===== src/rtl/pwm_reload_pkg.sv =====
package pwm_reload_pkg;

    typedef enum logic [0:0] {
        ST_IDLE  = 1'b0,
        ST_ARMED = 1'b1
    } reload_st_e;

endpackage


===== src/rtl/pwm_cycle_counter.sv =====
module pwm_cycle_counter #(
    parameter int CNT_W = 16
) (
    input  logic             clk,
    input  logic             rst_n,
    input  logic             cnt_en,
    input  logic [CNT_W-1:0] period,
    output logic [CNT_W-1:0] cnt,
    output logic             wrap,
    output logic             irq
);

    // A clear happens only on an enabled step that reaches the period.
    always_comb begin
        wrap = cnt_en && (cnt == period);
    end

    always_ff @(posedge clk) begin
        if (!rst_n) begin
            cnt <= '0;
        end else if (wrap) begin
            cnt <= '0;
        end else if (cnt_en) begin
            cnt <= cnt + CNT_W'(1);
        end
    end

    always_ff @(posedge clk) begin
        if (!rst_n) begin
            irq <= 1'b0;
        end else begin
            irq <= wrap;
        end
    end

    // a stalled counter holds its value.
    a_r9_hold_when_stalled: assert property (@(posedge clk) disable iff (!rst_n)
        !cnt_en |=> $stable(cnt));

    // a match with the enable high restarts the count.
    a_r2_wrap_to_zero: assert property (@(posedge clk) disable iff (!rst_n)
        (cnt_en && cnt == period) |=> (cnt == '0));

    // the pulse only appears in the cycle the counter reads zero.
    a_r8_irq_at_zero: assert property (@(posedge clk) disable iff (!rst_n)
        irq |-> (cnt == '0));

endmodule


===== src/rtl/pwm_reload_ctrl.sv =====
module pwm_reload_ctrl
    import pwm_reload_pkg::*;
#(
    parameter int CNT_W    = 16,
    parameter int NUM_DUTY = 3,
    parameter int ADDR_W   = 2
) (
    input  logic                           clk,
    input  logic                           rst_n,
    input  logic                           wr_en,
    input  logic [ADDR_W-1:0]              wr_addr,
    input  logic [CNT_W-1:0]               wr_data,
    input  logic                           wrap,
    output logic [CNT_W-1:0]               act_period,
    output logic [NUM_DUTY-1:0][CNT_W-1:0] act_duty,
    output logic                           pending
);

    localparam int NUM_REGS = NUM_DUTY + 1;
    localparam int ARM_IDX  = 1;

    reload_st_e state, state_nxt;
    logic       arm_wr;
    logic       load;

    logic [CNT_W-1:0] stg [NUM_REGS];

    always_comb begin
        arm_wr = wr_en && (wr_addr == ADDR_W'(ARM_IDX));
    end

    // State register process.
    always_ff @(posedge clk) begin
        if (!rst_n) begin
            state <= ST_IDLE;
        end else begin
            state <= state_nxt;
        end
    end

    // Transition process: ARM and LOAD.
    always_comb begin
        state_nxt = state;
        unique case (state)
            ST_IDLE: begin
                if (arm_wr) begin
                    state_nxt = ST_ARMED;
                end
            end
            ST_ARMED: begin
                if (wrap && !arm_wr) begin
                    state_nxt = ST_IDLE;
                end
            end
            default: state_nxt = ST_IDLE;
        endcase
    end

    // Output process.
    always_comb begin
        load    = 1'b0;
        pending = 1'b0;
        unique case (state)
            ST_IDLE: begin
                load    = 1'b0;
                pending = 1'b0;
            end
            ST_ARMED: begin
                load    = wrap;
                pending = 1'b1;
            end
            default: begin
                load    = 1'b0;
                pending = 1'b0;
            end
        endcase
    end

    // Staging registers: address 0 is the cycle, then one per duty.
    for (genvar k = 0; k < NUM_REGS; k++) begin : g_stage
        always_ff @(posedge clk) begin
            if (!rst_n) begin
                stg[k] <= '0;
            end else if (wr_en && (wr_addr == ADDR_W'(k))) begin
                stg[k] <= wr_data;
            end
        end
    end

    // Active buffers: all loaded on the same edge.
    always_ff @(posedge clk) begin
        if (!rst_n) begin
            act_period <= '0;
        end else if (load) begin
            act_period <= stg[0];
        end
    end

    for (genvar d = 0; d < NUM_DUTY; d++) begin : g_active
        always_ff @(posedge clk) begin
            if (!rst_n) begin
                act_duty[d] <= '0;
            end else if (load) begin
                act_duty[d] <= stg[d+1];
            end
        end
    end

    // an arming write makes the status visible next cycle.
    a_r5_arm_sets_pending: assert property (@(posedge clk) disable iff (!rst_n)
        arm_wr |=> pending);

    // a clear while armed (without a fresh arm) ends the pending state.
    a_r6_pending_clears: assert property (@(posedge clk) disable iff (!rst_n)
        (pending && wrap && !arm_wr) |=> !pending);

    // active period only moves on a load.
    a_r4_period_held: assert property (@(posedge clk) disable iff (!rst_n)
        !load |=> $stable(act_period));

    // the period buffer takes the staged value at the load edge.
    a_r6_period_loaded: assert property (@(posedge clk) disable iff (!rst_n)
        load |=> (act_period == $past(stg[0])));

endmodule


===== src/rtl/pwm_duty_cmp.sv =====
module pwm_duty_cmp #(
    parameter int CNT_W = 16
) (
    input  logic             clk,
    input  logic             rst_n,
    input  logic [CNT_W-1:0] cnt,
    input  logic [CNT_W-1:0] duty,
    output logic             out
);

    always_comb begin
        out = (cnt < duty);
    end

    // an output that is high cannot be low again until the counter restarts.
    a_r3_single_pulse: assert property (@(posedge clk) disable iff (!rst_n)
        ($fell(out) && $stable(duty)) |-> (cnt != '0));

endmodule


===== src/rtl/pwm_reload_timer.sv =====
module pwm_reload_timer #(
    parameter int CNT_W    = 16,
    parameter int NUM_DUTY = 3,
    parameter int ADDR_W   = $clog2(NUM_DUTY + 1)
) (
    input  logic                clk,
    input  logic                rst_n,
    input  logic                cnt_en,
    input  logic                wr_en,
    input  logic [ADDR_W-1:0]   wr_addr,
    input  logic [CNT_W-1:0]    wr_data,
    output logic [NUM_DUTY-1:0] pwm_out,
    output logic                period_irq,
    output logic                reload_pending
);

    logic [CNT_W-1:0]               cnt;
    logic                           wrap;
    logic [CNT_W-1:0]               act_period;
    logic [NUM_DUTY-1:0][CNT_W-1:0] act_duty;

    pwm_reload_ctrl #(
        .CNT_W    (CNT_W),
        .NUM_DUTY (NUM_DUTY),
        .ADDR_W   (ADDR_W)
    ) u_ctrl (
        .clk        (clk),
        .rst_n      (rst_n),
        .wr_en      (wr_en),
        .wr_addr    (wr_addr),
        .wr_data    (wr_data),
        .wrap       (wrap),
        .act_period (act_period),
        .act_duty   (act_duty),
        .pending    (reload_pending)
    );

    pwm_cycle_counter #(
        .CNT_W (CNT_W)
    ) u_cnt (
        .clk    (clk),
        .rst_n  (rst_n),
        .cnt_en (cnt_en),
        .period (act_period),
        .cnt    (cnt),
        .wrap   (wrap),
        .irq    (period_irq)
    );

    for (genvar d = 0; d < NUM_DUTY; d++) begin : g_chan
        pwm_duty_cmp #(
            .CNT_W (CNT_W)
        ) u_cmp (
            .clk   (clk),
            .rst_n (rst_n),
            .cnt   (cnt),
            .duty  (act_duty[d]),
            .out   (pwm_out[d])
        );

        // a duty beyond the period keeps its output high all period.
        a_r3_full_high: assert property (@(posedge clk) disable iff (!rst_n)
            (act_duty[d] > act_period) |-> pwm_out[d]);
    end

    // the counter never passes the active period.
    a_r2_bounded: assert property (@(posedge clk) disable iff (!rst_n)
        cnt <= act_period);

endmodule


===== config.mk =====
export PLATFORM = sky130hd
export DESIGN_NAME = pwm_reload_timer
export DESIGN_NICKNAME = d
export VERILOG_FILES = /design/src/rtl/pwm_reload_pkg.sv /design/src/rtl/pwm_cycle_counter.sv /design/src/rtl/pwm_reload_ctrl.sv /design/src/rtl/pwm_duty_cmp.sv /design/src/rtl/pwm_reload_timer.sv
export SDC_FILE = /design/constraint.sdc
export NUM_CORES = 1
export LEC_CHECK = 0
export BUFFER_PORTS_ARGS = -buffer_cell sky130_fd_sc_hd__buf_2
export CORE_ASPECT_RATIO = 2
export CORE_MARGIN = 2
export CORE_UTILIZATION = 55
export DETAILED_ROUTE_END_ITERATION = 6
export PLACE_DENSITY = 0.77
export SLEW_MARGIN = 20
export SYNTH_ARGS = -nofsm -noshare
export SYNTH_HDL_FRONTEND = slang
export SYNTH_SLANG_ARGS = --single-unit

===== constraint.sdc =====
create_clock -name clk -period 4.8 [get_ports clk]
set_input_delay 0.48 -clock clk [delete_from_list [all_inputs] [get_ports clk]]
set_output_delay 0.48 -clock clk [all_outputs]
set_load 0.01 [all_outputs]

==> impl_metrics.json, run 1 <==
{
  "post-cts-setup-buffer-count": 0,
  "synth-warning-count": 0,
  "routed_via_density": 5.90,
  "routed-via-count": 5120,
  "worst-endpoint-arrival_ps": 2330,
  "synthFlopType": "sky130_fd_sc_hd__dfxtp_1",
  "crit_fanout": 8,
  "post-layout-total-power_mw": 2.96,
  "critPathCaptureType": "primary output",
  "switching_share_pct": 25.5,
  "grt_first_pass_wirelength_mm": 24.7,
  "fp.dieW_um": 83.2,
  "nNetsFinal": 776,
  "vdd_drop_max_mv": 0.424,
  "drv.max_cap_violation_count": 0,
  "tightest_slew_ps": 945,
  "routed_wl_mm": 15.1,
  "maxClockFrequency_mhz": 356,
  "fin_setup_tns_ps": 0,
  "final_cells": 868,
  "drcViolationCount": 0,
  "fin_skew_ps": 9.60,
  "die_height_um": 162,
  "clkSlewWorstSetupHoldPaths_ps": 60,
  "syn-cell-area_um2": 6900,
  "asyncSetResetFlopFracSynth_pct": 0,
  "synthToLayoutAreaGrowth_pct": 11.2,
  "r2r_end": "u_ctrl.state",
  "antenna_left": 0,
  "top_library_cells_by_usage_in_the_layout_fill_and_taps_aside": "82 x sky130_fd_sc_hd__dfxtp_1, 73 x sky130_fd_sc_hd__a21oi_1, 71 x sky130_fd_sc_hd__nand3_1",
  "report.final.slew_viol_count": 0,
  "sequentialPowerShare_pct": 46.7,
  "switchingPower_mw": 0.754,
  "postLayoutSetupSlackWorst_ps": 1990,
  "reg2regPathDepth": 5,
  "critical_path.reg2reg.startpoint": "u_cnt.cnt[13]",
  "setup_repair_after_global_routing_missed_its_margin": "no",
  "post_syn_area_per_cell_um2": 9.87,
  "timing.reg2reg.setup_slack_ps": 2400,
  "cp_data_required_time_ps": 4320,
  "regArea_um2": 3560,
  "worst_setup_path_start_kind": "register",
  "status": "completed",
  "initial_antenna_violation_count": 0,
  "critical_hold_path_startpoint": "wr_data[9]",
  "die-area_um2": 13500,
  "dp_hpwl_mm": 10.6,
  "yosysUniqueCellTypes": 33,
  "worst_case_hold_path_end_point": "u_ctrl.stg[3][9]",
  "clockPowerShare_pct": 43.9,
  "syn-instance-count": 699,
  "worst_slack_at_placement_ps": 2390,
  "report.final.hold_viol_count": 0,
  "hold_slack_ps": 389,
  "n_fill_cell": 949,
  "core.rowCount": 57,
  "globalplace.congestion": 0.927,
  "tritoncts.num_buffers": 17,
  "multiInputGateArea_um2": 2970,
  "final-setup-viol-count": 0,
  "synth_nets": 767,
  "post-route-period-util_pct": 58.5,
  "globalRouteTotalUtil_pct": 23.1,
  "insertion_delay_ps": 410,
  "grt_remaining_overflow": 0,
  "path_class": "reg2out",
  "initial_core_util_pct": 56.6,
  "hold_fix_buffer_count_after_cts": 0,
  "drt-initial-drc-count": 282,
  "leakage_nw": 2.85,
  "ios": 27,
  "cts_htree_levels": 4,
  "coreArea_um2": 12200,
  "synth-edff-count": 64,
  "n_antenna_cell": 0,
  "min_delay_path_depth": 2,
  "clockBufferDepth": 2,
  "drt_pre_antenna_iters": 5,
  "p_int_mw": 2.20,
  "clockRootBuffer": "sky130_fd_sc_hd__clkbuf_16",
  "mostFrequentLayoutCell": "sky130_fd_sc_hd__dfxtp_1",
  "yosys_register_bits": 146,
  "synth.yosys.seq_area_share_pct": 51.6,
  "worstHoldPathType": "in2reg",
  "tritoncts": "yes",
  "place.port_buffers": 26,
  "grt_max_degree": 66,
  "layout-drive-gt1-share_pct": 10.8,
  "finalWorstPathRequiredPeriod_ps": 2810,
  "dp.cells": 836,
  "power_density_nw_per_um2": 385,
  "drt-wirelength-per-cell_um": 17.4,
  "relSlewSlack_pct": 37.0,
  "share_comb_of_total_power_pct": 9.4,
  "numClockSinks": 146,
  "post_cts.resized_instances": 0,
  "grt_pass1_vias": 5017
}
[cell usage after synthesis, types with 2 or more instances]
master,n,share of area [%]
sky130_fd_sc_hd__buf_4,3,0.33
sky130_fd_sc_hd__nor2_1,21,1.1
sky130_fd_sc_hd__nand3_1,71,5.1
sky130_fd_sc_hd__nor3_1,4,0.29
sky130_fd_sc_hd__a21o_1,19,2.1
sky130_fd_sc_hd__nand2b_1,4,0.36
sky130_fd_sc_hd__ha_1,46,8.3
sky130_fd_sc_hd__nor2_2,10,0.91
sky130_fd_sc_hd__dfxtp_1,82,24
sky130_fd_sc_hd__xor2_1,9,1.1
sky130_fd_sc_hd__and3_1,3,0.27
sky130_fd_sc_hd__clkbuf_1,32,1.7
sky130_fd_sc_hd__o31ai_1,5,0.54
sky130_fd_sc_hd__nand4_1,14,1.3
sky130_fd_sc_hd__buf_2,7,0.51
sky130_fd_sc_hd__a21oi_1,73,5.3
sky130_fd_sc_hd__edfxtp_1,64,28
sky130_fd_sc_hd__inv_1,48,2.6
sky130_fd_sc_hd__o21ai_0,69,5.0
sky130_fd_sc_hd__and2_1,65,5.9
sky130_fd_sc_hd__xnor2_1,22,2.8
sky130_fd_sc_hd__buf_6,2,0.33
sky130_fd_sc_hd__a211oi_1,5,0.54
sky130_fd_sc_hd__nand2_1,12,0.65
[logic make-up (layout without fill, tap and decap cells)]
kind of cell,after synthesis,after routing,synth area share (%)
flops,146,146,51.6
fa+ha+maj,46,46,8.34
xor+xnor,31,31,3.93
buf+inv,92,114,5.51
mux,1,1,0.145
simple gates,209,209,16.6
compound gates,174,174,13.9
[state kept, by name, indices dropped and copies added, names as in the netlist]
register,count
u_cnt.cnt,16
u_ctrl.act_period,16
u_ctrl.stg,64
u_ctrl.state,1
u_ctrl.act_duty,48
u_cnt.irq,1
[final cells by class]
class	count	area share [%]
Sequential cell	146	46.4
Inverter	48	2.35
Tap cell	147	2.40
Clock buffer	18	5.59
Clock inverter	14	2.02
Timing Repair Buffer	34	2.48
Multi-Input combinational cell	461	38.7
[worst max-delay path by stage]
stage | from | end | slack (ps) | cells after the start
finish | u_cnt.cnt[9] | pwm_out[1] | 1990 | 7
CTS | u_cnt.cnt[9] | pwm_out[0] | 1940 | 7
global route | u_cnt.cnt[9] | pwm_out[0] | 1840 | 7
global placement | u_cnt.cnt[9] | pwm_out[0] | 2400 | 7
floorplan | wr_addr[1] | u_ctrl.stg[0][0] | 2540 | 2
detailed placement | u_cnt.cnt[9] | pwm_out[0] | 2390 | 7
[per-stage QoR]
stage	cell area [um2]	utilization (%)
after floorplan	6900	-
after global placement	7090	58.1
after detailed placement	7090	58.1
after CTS	7670	62.9
after global routing	7670	62.9
final	7670	62.9
[routing by layer]
layer	share of wire [%]	track usage, %	vias up
li1	-	-	2466
met1	40	27.2	2443
met2	52	39.6	169
met3	3.5	4.16	42
met4	4.2	13.2	0
met5	0	0	-
[power groups by stage]
stage / Combinational (mW) / Sequential [mW] / Clock, mW
2_1_floorplan: 0.216 / 1.40 / 0
3_3_place_gp: 0.271 / 1.40 / 0
3_5_place_dp: 0.277 / 1.40 / 0
4_1_cts: 0.278 / 1.38 / 1.31
5_1_grt: 0.305 / 1.38 / 1.37
6_report: 0.279 / 1.38 / 1.30
[worst max-delay path, stage by stage (launching register included)]
cell,delay [ps]
sky130_fd_sc_hd__dfxtp_1,510
sky130_fd_sc_hd__ha_1,310
sky130_fd_sc_hd__a21o_1,160
sky130_fd_sc_hd__a21o_1,180
sky130_fd_sc_hd__a211oi_1,280
sky130_fd_sc_hd__o31ai_1,110
sky130_fd_sc_hd__a31oi_1,190
sky130_fd_sc_hd__buf_2,170
No activity file was read; power rests on OpenSTA's default activity.
==> run 2: changes to the inputs <==
clock period = 2.6 ns   (was 4.8 ns; I/O delays follow)
==> impl_metrics.json, run 2 (synthesis gave the netlist of run 1 again) <==
{
  "mostFrequentLayoutCell": "sky130_fd_sc_hd__dfxtp_1",
  "antenna_left": 0,
  "routed-via-count": 5089,
  "initial_core_util_pct": 56.6,
  "routed_via_density": 5.83,
  "tightest_slew_ps": 960,
  "cts_htree_levels": 4,
  "grt_first_pass_wirelength_mm": 25.9,
  "path_class": "reg2out",
  "synthToLayoutAreaGrowth_pct": 13.5,
  "report.final.slew_viol_count": 0,
  "reg2regPathDepth": 5,
  "initial_antenna_violation_count": 0,
  "drcViolationCount": 0,
  "routed_wl_mm": 15.5,
  "insertion_delay_ps": 420,
  "status": "completed",
  "globalplace.congestion": 0.872,
  "fp.dieW_um": 83.2,
  "drt-wirelength-per-cell_um": 17.8,
  "tritoncts": "yes",
  "die_height_um": 162,
  "worst_setup_path_start_kind": "register",
  "post-layout-total-power_mw": 5.74,
  "critical_path.reg2reg.startpoint": "u_cnt.cnt[7]",
  "clockBufferDepth": 2,
  "post-route-period-util_pct": 97.3,
  "drt-initial-drc-count": 341,
  "final-setup-viol-count": 0,
  "tritoncts.num_buffers": 17,
  "timing.reg2reg.setup_slack_ps": 380,
  "worstHoldPathType": "in2reg",
  "cp_data_required_time_ps": 2340,
  "leakage_nw": 2.94,
  "n_antenna_cell": 0,
  "relSlewSlack_pct": 36.0,
  "vdd_drop_max_mv": 0.720,
  "place.port_buffers": 26,
  "nNetsFinal": 781,
  "largest_registers": "u_ctrl.stg: 64 flops, u_ctrl.act_duty: 48 flops",
  "numClockSinks": 146,
  "grt_remaining_overflow": 0,
  "worst_case_hold_path_end_point": "u_ctrl.stg[2][9]",
  "hold_fix_buffer_count_after_cts": 0,
  "critPathCaptureType": "primary output",
  "hold_slack_ps": 168,
  "r2r_end": "u_ctrl.act_duty[20]",
  "critical_path.startpoint": "u_cnt.cnt[6]",
  "fin_skew_ps": 8.72,
  "post_cts.resized_instances": 2,
  "largest_register_ffs": 64,
  "min_delay_path_depth": 2,
  "maxClockFrequency_mhz": 395,
  "drt_pre_antenna_iters": 5,
  "drv.max_cap_violation_count": 0,
  "top_library_cells_by_usage_in_the_layout_fill_and_taps_aside": "79 x sky130_fd_sc_hd__dfxtp_1, 72 x sky130_fd_sc_hd__a21oi_1, 71 x sky130_fd_sc_hd__nand3_1",
  "power_density_nw_per_um2": 733,
  "core.rowCount": 57,
  "post-cts-setup-buffer-count": 0,
  "setup_repair_after_global_routing_missed_its_margin": "no",
  "grt_pass1_vias": 5175,
  "worst-endpoint-arrival_ps": 2270,
  "crit_fanout": 8,
  "critical_hold_path_startpoint": "wr_data[9]",
  "report.final.hold_viol_count": 0,
  "layout.core_utilization_pct": 64.2,
  "n_fill_cell": 886,
  "finalWorstPathRequiredPeriod_ps": 2530,
  "layout-drive-gt1-share_pct": 12.8,
  "grt_max_degree": 65,
  "worst_slack_at_placement_ps": 410,
  "postLayoutSetupSlackWorst_ps": 69.3,
  "dp_hpwl_mm": 10.7,
  "clockRootBuffer": "sky130_fd_sc_hd__clkbuf_16",
  "coreArea_um2": 12200,
  "die-area_um2": 13500,
  "ios": 27,
  "globalRouteTotalUtil_pct": 24.3,
  "regMostFlops": "u_ctrl.stg",
  "fin_setup_tns_ps": 0,
  "clkSlewWorstSetupHoldPaths_ps": 70
}
==> run 2: cell types whose count changed in the layout (fill, tap and decap cells not counted), sizes merged <==
cell,change
clkinvlp,-2
buf,+5
bufinv,+2
clkbuf,+1
clkinv,-1
==> run 2: layout make-up <==
| cell class | instances | area [um2] | share of cell area [%] |
|---|---|---|---|
| clock buffer | 19 | 443 | 5.65 |
| clock inverter | 13 | 200 | 2.56 |
| inverter | 48 | 180 | 2.30 |
| multi-input combinational | 461 | 2990 | 38.2 |
| sequential | 146 | 3570 | 45.5 |
| tap | 147 | 184 | 2.35 |
| timing repair buffer | 39 | 265 | 3.39 |
==> run 2: worst max-delay path by stage <==
stage	slack, ps	to	depth (start not counted)
final	70	pwm_out[1]	5
after floorplan	560	u_ctrl.stg[0][0]	2
after detailed placement	410	u_cnt.cnt[15]	6
after global routing	4	pwm_out[1]	5
after CTS	2	pwm_out[2]	5
after global placement	430	u_cnt.cnt[3]	6
==> run 2: metal layers <==
metal | share of wire [%] | up-vias | global-route usage [%]
li1 | - | 2469 | -
met1 | 40 | 2397 | 27.8
met2 | 51 | 174 | 41.2
met3 | 3.6 | 49 | 5.17
met4 | 5.2 | 0 | 14.7
met5 | 0 | - | 0
==> run 2: where the power goes <==
part / total [mW] / internal, mW / switching [mW]
sequential: 2.55 / 2.50 / 0.0499
clock: 2.65 / 1.66 / 0.990
combinational: 0.548 / 0.164 / 0.384
==> run 2: stage by stage <==
step / instances / area [um2]
6_report: 873 / 7830
5_1_grt: 873 / 7830
4_1_cts: 873 / 7810
3_5_place_dp: 841 / 7160
3_3_place_gp: 841 / 7160
2_1_floorplan: 699 / 6900
==> run 2: critical path, stage by stage (launching register included) <==
cell and delay [ps]:
sky130_fd_sc_hd__dfxtp_1 440, sky130_fd_sc_hd__ha_1 380, sky130_fd_sc_hd__nand4_1 110, sky130_fd_sc_hd__o31ai_1 560, sky130_fd_sc_hd__a31oi_1 190, sky130_fd_sc_hd__buf_2 180
==> run 3: changes to the inputs <==
CORE_ASPECT_RATIO = 1.5   (was 2)
SYNTH_HIERARCHICAL = 1   (was unset)
==> impl_metrics.json, run 3 <==
{
  "grt_remaining_overflow": 0,
  "globalRouteTotalUtil_pct": 23.3,
  "syn-instance-count": 706,
  "postLayoutSetupSlackWorst_ps": 136,
  "drcViolationCount": 0,
  "post-layout-total-power_mw": 5.59,
  "place_area_um2": 7300,
  "layout-drive-gt1-share_pct": 12.0,
  "post-synth-top-area-fraction_pct": 27.1,
  "yosysUniqueCellTypes": 39,
  "dp_hpwl_mm": 10.8,
  "fp.dieW_um": 96.8,
  "setup_repair_after_global_routing_missed_its_margin": "no",
  "yosys_register_bits": 146,
  "clockRootBuffer": "sky130_fd_sc_hd__clkbuf_16",
  "die-area_um2": 13900,
  "worstHoldPathType": "in2reg",
  "synth_common_cells": "82 x sky130_fd_sc_hd__dfxtp_1, 77 x sky130_fd_sc_hd__nand2_1, 76 x sky130_fd_sc_hd__nand4_1",
  "numClockSinks": 146,
  "grt_first_pass_wirelength_mm": 25.5,
  "n_antenna_cell": 0,
  "finalWorstPathRequiredPeriod_ps": 2460,
  "critPathCaptureType": "primary output",
  "post_cts.resized_instances": 0,
  "regArea_um2": 3560,
  "clockBufferDepth": 2,
  "n_fill_cell": 958,
  "vdd_drop_max_mv": 0.614,
  "grt_max_degree": 69,
  "globalplace.congestion": 0.882,
  "tightest_slew_ps": 786,
  "antenna_left": 0,
  "mostFrequentLayoutCell": "sky130_fd_sc_hd__dfxtp_1",
  "tritoncts": "yes",
  "synth-warning-count": 6,
  "maxClockFrequency_mhz": 406,
  "nNetsFinal": 791,
  "synthFlopType": "sky130_fd_sc_hd__dfxtp_1",
  "asyncSetResetFlopFracSynth_pct": 0,
  "synth_largest_area_cell": "sky130_fd_sc_hd__edfxtp_1",
  "die_height_um": 143,
  "status": "completed",
  "top_library_cells_by_usage_in_the_layout_fill_and_taps_aside": "81 x sky130_fd_sc_hd__dfxtp_1, 77 x sky130_fd_sc_hd__nand2_1, 76 x sky130_fd_sc_hd__nand4_1",
  "drt-initial-drc-count": 406,
  "synth-edff-count": 64,
  "clkSlewWorstSetupHoldPaths_ps": 60,
  "largest_register_ffs": 64,
  "report.final.hold_viol_count": 0,
  "regMostFlops": "u_ctrl/stg",
  "worst_slack_at_placement_ps": 391,
  "largest_registers": "u_ctrl/stg: 64 flops, u_ctrl/act_duty: 48 flops",
  "synthTopCellsByArea": "sky130_fd_sc_hd__edfxtp_1 27%, sky130_fd_sc_hd__dfxtp_1 23%, sky130_fd_sc_hd__ha_1 8.1%",
  "initial_core_util_pct": 56.5,
  "post_syn_area_per_cell_um2": 10.1,
  "coreArea_um2": 12600,
  "initial_antenna_violation_count": 0,
  "post-cts-setup-buffer-count": 0,
  "core.rowCount": 50,
  "leakage_nw": 2.91,
  "syn-cell-area_um2": 7100,
  "final-setup-viol-count": 0,
  "routed_via_density": 5.79,
  "routed_wl_mm": 15.6,
  "cp_data_required_time_ps": 2340,
  "drt_pre_antenna_iters": 5,
  "drt-wirelength-per-cell_um": 17.5,
  "synthMostInstantiatedCell": "sky130_fd_sc_hd__dfxtp_1",
  "post-route-period-util_pct": 94.8,
  "synth_nets": 774,
  "power_density_nw_per_um2": 704,
  "relSlewSlack_pct": 47.5,
  "worst-endpoint-arrival_ps": 2200,
  "crit_fanout": 4,
  "multiInputGateArea_um2": 3030,
  "synth.yosys.seq_area_share_pct": 50.2,
  "fin_skew_ps": 8.73,
  "routed-via-count": 5165,
  "tritoncts.num_buffers": 17,
  "path_class": "reg2out",
  "fin_setup_tns_ps": 0,
  "grt_pass1_vias": 5122,
  "hold_fix_buffer_count_after_cts": 0,
  "ios": 27,
  "cts_htree_levels": 4,
  "worst_setup_path_start_kind": "register",
  "post_route_standard_cell_area_excluding_fillers_um2": 7940,
  "synthToLayoutAreaGrowth_pct": 11.8,
  "drv.max_cap_violation_count": 0,
  "report.final.slew_viol_count": 0,
  "place.port_buffers": 26,
  "insertion_delay_ps": 420
}
run 3: cell types whose count changed after synthesis, moves of 11 or more:
cell,before,now
sky130_fd_sc_hd__a211oi_1,5,16
sky130_fd_sc_hd__nand4_1,14,76
sky130_fd_sc_hd__nor2_1,21,5
sky130_fd_sc_hd__nand2_1,12,77
sky130_fd_sc_hd__a21oi_1,73,9
sky130_fd_sc_hd__nand3_1,71,5
sky130_fd_sc_hd__clkbuf_1,32,8
sky130_fd_sc_hd__buf_2,7,23
run 3: final timing paths:
path	startpoint	end	slack (ps)	cells past startpoint
setup / recovery	u_cnt/cnt[13]	pwm_out[0]	140	6
hold / removal	rst_n	u_ctrl/state	150	3
setup reg to reg	u_cnt/cnt[4]	u_ctrl/act_period[14]	350	7
hold reg to reg	u_ctrl/act_duty[21]	u_ctrl/act_duty[21]	460	2
run 3: logic make-up after synthesis:
kind of cell / after synthesis / share of synthesized area (%)
mux: 1 / 0.141
flops: 146 / 50.2
buf+inv: 104 / 7.08
fa+ha+maj: 46 / 8.11
simple gates: 259 / 20.6
xor+xnor: 31 / 3.93
compound gates: 119 / 9.94
run 3: per-stage QoR:
stage          util [%]  std cells  hold WS, ps
3_3_place_gp       58.1        860          436
3_5_place_dp       58.1        860          448
6_report           63.1        892          150
2_1_floorplan         -        706          406
5_1_grt            63.1        892          140
4_1_cts            63.1        892          128
run 3: critical path, cell delays in order, from the launching register on:
cell	delay [ps]
sky130_fd_sc_hd__dfxtp_1	440
sky130_fd_sc_hd__ha_1	280
sky130_fd_sc_hd__a21o_1	160
sky130_fd_sc_hd__a21o_1	170
sky130_fd_sc_hd__a221o_1	410
sky130_fd_sc_hd__a21oi_1	170
sky130_fd_sc_hd__buf_2	160
run 3: layer usage:
metal  vias up  global-route usage (%)  share of wire [%]
li1       2536                       -                  -
met1      2411                    28.3                 42
met2       184                    38.5                 49
met3        34                    4.99                4.7
met4         0                    13.0                4.2
met5         -                       0                  0
run 3: area by class of cell:
type	count	area share [%]
clock buffer	18	5.41
sequential	146	44.9
timing repair buffer	47	3.82
clock inverter	14	2.55
tap	156	2.46
inverter	55	2.60
multi-input combinational	456	38.2
run 3: report_power, final:
part	switching (mW)	total, mW	internal (mW)
Sequential	0.0498	2.55	2.50
Clock	0.966	2.59	1.62
Combinational	0.298	0.446	0.148
